`config.mk`:
```
export PLATFORM = sky130hd
export DESIGN_NAME = phy_ctl_regbank
export DESIGN_NICKNAME = d
export VERILOG_FILES = /design/src/rtl/phy_ctl_pkg.sv /design/src/rtl/wmask_reg.sv /design/src/rtl/sync_chain.sv /design/src/rtl/ls_watch.sv /design/src/rtl/phy_ctl_regbank.sv
export SDC_FILE = /design/constraint.sdc
export NUM_CORES = 1
export LEC_CHECK = 0
export ABC_AREA = 1
export ABC_CLOCK_PERIOD_IN_PS = 1400
export CORE_UTILIZATION = 40
export DETAILED_ROUTE_END_ITERATION = 6
export PLACE_DENSITY = 0.76
export SYNTH_ARGS = -nofsm -noshare
export SYNTH_HDL_FRONTEND = slang
export SYNTH_SLANG_ARGS = --single-unit
```
`constraint.sdc`:
```
create_clock -name clk -period 1.4 [get_ports clk]
set_input_delay 0.28 -clock clk [delete_from_list [all_inputs] [get_ports clk]]
set_output_delay 0.28 -clock clk [all_outputs]
set_load 0.01 [all_outputs]
```
`src/rtl/phy_ctl_pkg.sv`:
```
package phy_ctl_pkg;
  localparam int OFS_W = 12;
  localparam logic [OFS_W-1:0] OFS_LINE  = 12'h49C;
  localparam logic [OFS_W-1:0] OFS_DETEN = 12'h680;
  localparam logic [OFS_W-1:0] OFS_DETST = 12'h690;
  localparam logic [OFS_W-1:0] OFS_DETCL = 12'h6A0;
  localparam logic [OFS_W-1:0] OFS_CLK   = 12'h724;
  localparam logic [OFS_W-1:0] OFS_SUSP  = 12'h728;
  localparam int WORD_W   = 16;
  localparam int MASK_SH  = 16;
  localparam int DET_BIT  = 4;
  localparam int CLK_BIT  = 15;
  localparam int LS_LSB   = 13;
  localparam int HD_BIT   = 12;
  localparam int LS_W     = 2;
endpackage

```
`src/rtl/wmask_reg.sv`:
```
module wmask_reg #(
  parameter int WIDTH = 1,
  parameter logic [WIDTH-1:0] RESET = '0
) (
  input  logic             clk,
  input  logic             rst_n,
  input  logic             wr,
  input  logic [WIDTH-1:0] wbits,
  input  logic [WIDTH-1:0] wmask,
  output logic [WIDTH-1:0] q
);
  for (genvar i = 0; i < WIDTH; i++) begin : g_bit
    always_ff @(posedge clk or negedge rst_n) begin
      if (!rst_n)                q[i] <= RESET[i];
      else if (wr && wmask[i])   q[i] <= wbits[i];
    end
  end
endmodule

```
`src/rtl/sync_chain.sv`:
```
module sync_chain #(
  parameter int WIDTH  = 1,
  parameter int STAGES = 2
) (
  input  logic             clk,
  input  logic             rst_n,
  input  logic [WIDTH-1:0] d,
  output logic [WIDTH-1:0] q
);
  logic [WIDTH-1:0] stg [STAGES];

  always_ff @(posedge clk or negedge rst_n) begin
    if (!rst_n) begin
      for (int k = 0; k < STAGES; k++) stg[k] <= '0;
    end else begin
      stg[0] <= d;
      for (int k = 1; k < STAGES; k++) stg[k] <= stg[k-1];
    end
  end

  assign q = stg[STAGES-1];
endmodule

```
`src/rtl/ls_watch.sv`:
```
module ls_watch #(
  parameter int LSW = 2
) (
  input  logic           clk,
  input  logic           rst_n,
  input  logic [LSW-1:0] ls,
  input  logic           arm,
  input  logic           clr,
  output logic           flag,
  output logic           chg
);
  logic [LSW-1:0] ls_prev;

  assign chg = (ls != ls_prev);

  always_ff @(posedge clk or negedge rst_n) begin
    if (!rst_n) begin
      ls_prev <= '0;
      flag    <= 1'b0;
    end else begin
      ls_prev <= ls;
      if (arm && chg)  flag <= 1'b1;
      else if (clr)    flag <= 1'b0;
    end
  end
endmodule

```
`src/rtl/phy_ctl_regbank.sv`:
```
module phy_ctl_regbank
  import phy_ctl_pkg::*;
#(
  parameter int ADDR_W      = 12,
  parameter int SYNC_STAGES = 2
) (
  input  logic              clk,
  input  logic              rst_n,
  input  logic              bus_sel,
  input  logic              bus_wr,
  input  logic [ADDR_W-1:0] bus_addr,
  input  logic [31:0]       bus_wdata,
  output logic [31:0]       bus_rdata,
  input  logic [1:0]        utmi_ls,
  input  logic              utmi_hdisc,
  output logic [15:0]       phy_suspend,
  output logic              phy_clk_stop,
  output logic              ls_irq
);
  localparam int SYW = LS_W + 1;

  logic [WORD_W-1:0] wbits, wmask;
  logic              wr_q;
  logic              hit_line, hit_en, hit_st, hit_cl, hit_clk, hit_susp;
  logic              det_en_q, det_st_q, det_clr, det_chg;
  logic [SYW-1:0]    sy_in, sy_out;
  logic [LS_W-1:0]   ls_s;
  logic              hd_s;
  logic [31:0]       rd_mux;

  assign wbits = bus_wdata[WORD_W-1:0];
  assign wmask = bus_wdata[MASK_SH+WORD_W-1:MASK_SH];
  assign wr_q  = bus_sel && bus_wr;

  assign hit_line = (bus_addr == ADDR_W'(OFS_LINE));
  assign hit_en   = (bus_addr == ADDR_W'(OFS_DETEN));
  assign hit_st   = (bus_addr == ADDR_W'(OFS_DETST));
  assign hit_cl   = (bus_addr == ADDR_W'(OFS_DETCL));
  assign hit_clk  = (bus_addr == ADDR_W'(OFS_CLK));
  assign hit_susp = (bus_addr == ADDR_W'(OFS_SUSP));

  wmask_reg #(.WIDTH(WORD_W), .RESET(16'h0000)) u_susp (
    .clk(clk), .rst_n(rst_n), .wr(wr_q && hit_susp),
    .wbits(wbits), .wmask(wmask), .q(phy_suspend)
  );

  wmask_reg #(.WIDTH(1), .RESET(1'b0)) u_clk (
    .clk(clk), .rst_n(rst_n), .wr(wr_q && hit_clk),
    .wbits(wbits[CLK_BIT]), .wmask(wmask[CLK_BIT]), .q(phy_clk_stop)
  );

  wmask_reg #(.WIDTH(1), .RESET(1'b0)) u_den (
    .clk(clk), .rst_n(rst_n), .wr(wr_q && hit_en),
    .wbits(wbits[DET_BIT]), .wmask(wmask[DET_BIT]), .q(det_en_q)
  );

  assign det_clr = wr_q && hit_cl && wbits[DET_BIT] && wmask[DET_BIT];

  assign sy_in = {utmi_ls, utmi_hdisc};
  sync_chain #(.WIDTH(SYW), .STAGES(SYNC_STAGES)) u_sync (
    .clk(clk), .rst_n(rst_n), .d(sy_in), .q(sy_out)
  );
  assign ls_s = sy_out[SYW-1:1];
  assign hd_s = sy_out[0];

  ls_watch #(.LSW(LS_W)) u_watch (
    .clk(clk), .rst_n(rst_n), .ls(ls_s), .arm(det_en_q),
    .clr(det_clr), .flag(det_st_q), .chg(det_chg)
  );

  assign ls_irq = det_st_q && det_en_q;

  always_comb begin
    rd_mux = '0;
    if (hit_line) begin
      rd_mux[LS_LSB +: LS_W] = ls_s;
      rd_mux[HD_BIT]         = hd_s;
    end
    if (hit_clk)  rd_mux[CLK_BIT]      = phy_clk_stop;
    if (hit_susp) rd_mux[WORD_W-1:0]   = phy_suspend;
    if (hit_en)   rd_mux[DET_BIT]      = det_en_q;
    if (hit_st)   rd_mux[DET_BIT]      = det_st_q;
  end

  always_ff @(posedge clk or negedge rst_n) begin
    if (!rst_n)                  bus_rdata <= '0;
    else if (bus_sel && !bus_wr) bus_rdata <= rd_mux;
  end
endmodule

```
==> flow_summary_export.csv <==
group,metric,value,unit
worst_setup_path,start_kind,"input port",
die,io_pins,101,
sta,slew_viol_final,0,
placed_design,place_hpwl,4470,µm
worst_setup_path,cp_max_fo,5,
detailed_routing,vias_per_cell,4.72,
power,power.static_leakage,1.88,nW
worst_setup_path,required,1.63,ns
cts,cts_num_sinks,43,
grt,busiest_layer,"met2",
synthesis,yosysWarnings,0,
sta,whs,0.354,ns
sta,period_needed,1.35,ns
sta,skew,0.00234,ns
sta,rsz0062_at_grt,"true",
placed_design,dpl_cell_area,3280,µm²
power,p_per_area,678,nW/µm²
grt,grt_pass1_wl,9940,µm
grt,antenna_found_initial,0,
cts,clkTransAtPathRegs,0.08,ns
status,status,"finished, final reports clean",
grt,use_met2,37.1,%
finish,final_area,3490,µm²
sta,hold_viol_final,0,
synthesis,synth_seq_cells,43,
die,initial_core_util,42.4,%
grt,grt_start_max_net_pins,44,
finish,nets,449,
grt,use_met1,27.2,%
die,dieHeight,76.3,µm
synthesis,synth_edf_count,0,
detailed_routing,post-route-drc-count,0,
worst_setup_path,path_class,"in2reg",
hold_path,hold_path.class,"reg2reg",
synthesis,yosys.area.top_type,"dfrtp_1",
synthesis,syn_area,2210,µm²
cts,cts.path.max_buffers,2,
grt,grt_pass1_vias,2169,
synthesis,netlist_top_cells_count,"nand2_1 (93), dfrtp_1 (43), nand3_1 (28)",
synthesis,netlist.area_leader.share,48.8,%
finish,area_delta_synth_final,58.4,%
synthesis,async_reset_ff_share,100,%
synthesis,synth.most_common_cell,"nand2_1",
synthesis,ys_top_cells_by_area,"dfrtp_1 (49%), nand2_1 (16%), nand3_1 (6.4%)",
sta,period_share,96.4,%
detailed_routing,drtIter0Drc,99,
synthesis,ys.flop_type,"dfrtp_1",
placed_design,port_buffers,84,
detailed_routing,routedWlPerCell,12.8,µm
placed_design,dp_slack,-0.378,ns
detailed_routing,vias,2216,
cts,htree_num_levels,2,
cts,clock_latency,0.28,ns
grt,met3_usage,4.67,%
finish,post-route-util,67.1,%
power,irDropWorstVdd,0.489,mV
grt,groute.usage.overall,21.8,%
cts,cts-root-buf,"clkbuf_8",
placed_design,globalplace.congestion,0.886,
detailed_routing,drtPass1Iterations,4,
cts,cts_tree,"yes",
synthesis,synth_cell_types,22,
finish,drive_above_1_share,16.8,%
synthesis,seq_area_frac_synth,48.8,%
synthesis,avgSynthCellArea,7.96,µm²
die,die_area,5820,µm²
worst_setup_path,cp.arrival,1.58,ns
worst_setup_path,crit_slowest_cell,"clkdlybuf4s50_1",
detailed_routing,final_antenna_net_count,0,
finish,antenna_cells,0,
worst_setup_path,cp-end-kind,"flop",
sta,setup_slack,0.0504,ns
die,rows,26,
finish,n_fill_cell,458,
power,power,0.00237,W
die,die_x,76.3,µm
cts,cts_made_buffers,5,
sta,fmax,741,MHz
detailed_routing,wl,6020,µm
die,coreArea,5200,µm²
flow_run,maxCapViolCount,0,
worst_setup_path,cp_slowest_stage_delay,0.43,ns
worst_setup_path,worstPathCellList,"clkdlybuf4s50_1, inv_2, nand3_4, nor2_8, nand2_4, nor2_4, bufbuf_16, nand3_1, nand2_1",
synthesis,synthCells,277,
sta,setup_violations,0,
grt,overflow,0,
final timing paths:
check,start,end,slack (ns),cells past startpoint
max,bus_addr[4],u_susp.q[2],0.05,9
min,u_sync.stg[4],u_sync.q[1],0.35,0
max reg2reg,u_sync.q[1],u_watch.flag,0.39,3
min reg2reg,u_sync.stg[4],u_sync.q[1],0.35,0
max in group asynchronous,rst_n,bus_rdata[9],0.70,3
min in group asynchronous,rst_n,u_susp.q[1],0.49,3
power breakdown:
part,switching (W),internal (W)
clock network,0.000407,0.000349
logic,0.000172,0.000185
registers,0.00000595,0.00125
registers in the layout (all words and copies together) (netlist names):
register	cells
u_watch.ls_prev	2
u_watch.flag	1
u_susp.q	16
u_den.q	1
bus_rdata	16
u_clk.q	1
u_sync.q	3
u_sync.stg	3
cell usage in the layout (no fill, tap or decap), types with 2 or more instances in the layout:
cell type	Yosys	routed
nand4_1	18	18
o21ai_0	3	3
buf_6	1	3
nand2_1	93	90
nand3_1	28	27
dfrtp_1	43	43
dlymetal6s2s_1	0	4
clkbuf_8	0	5
conb_1	1	16
dlygate4sd2_1	0	40
nand2_2	0	2
o21ai_1	12	11
nor2_1	15	10
clkdlybuf4s50_1	0	38
nand2_4	1	2
inv_1	25	23
nand3_4	0	2
inv_2	1	3
nor2_2	2	4
buf_4	18	31
nor2_4	2	5
xor2_1	2	2
nor3_1	3	3
buf_12	0	3
metal layers:
layer	share of wire [%]	routed length [µm]
met5	0	0
met4	1.8	109
met3	6.0	360
met2	50	2980
met1	43	2570
worst max-delay path, delay by kind of cell:
| family | cells | cell delay, ns |
|---|---|---|
| buffers and inverters | 3 | 0.80 |
| AND/OR/NAND/NOR | 6 | 0.51 |
cells by family after synthesis:
logic type	Yosys count	share of synthesized area [%]
xor gates and xnor gates	2	0.794
other	1	0.170
AOI/OAI and AO/OA	16	3.74
buffers and inverters	50	12.1
DFF	43	48.8
and+or+nand+nor	165	34.4
area by class of cell:
type	instances	area (µm²)	share of cell area (%)
flip-flops and latches	43	1080	30.8
clock buffers	6	72.6	2.08
multi-input cells	199	983	28.1
clock inverters	2	12.5	0.358
inverters	26	97.6	2.79
well taps	70	87.6	2.51
repair buffers	123	1160	33.3
repair_timing:
item,in CTS,in global routing
setup buffers,7,0
pin swaps,6,8
hold buffers,1,0
resized for setup,50,17
cloned,1,0
hold endpoints to repair,43,0
setup endpoints to repair,55,33
stage by stage:
stage / setup TNS (ns) / cells
floorplan: 0 / 292
global placement: -9.63 / 452
detailed placement: -11.06 / 452
CTS: 0 / 469
global route: -0.0837 / 469
finish: 0 / 469
No activity file was read; power rests on OpenSTA's default activity.
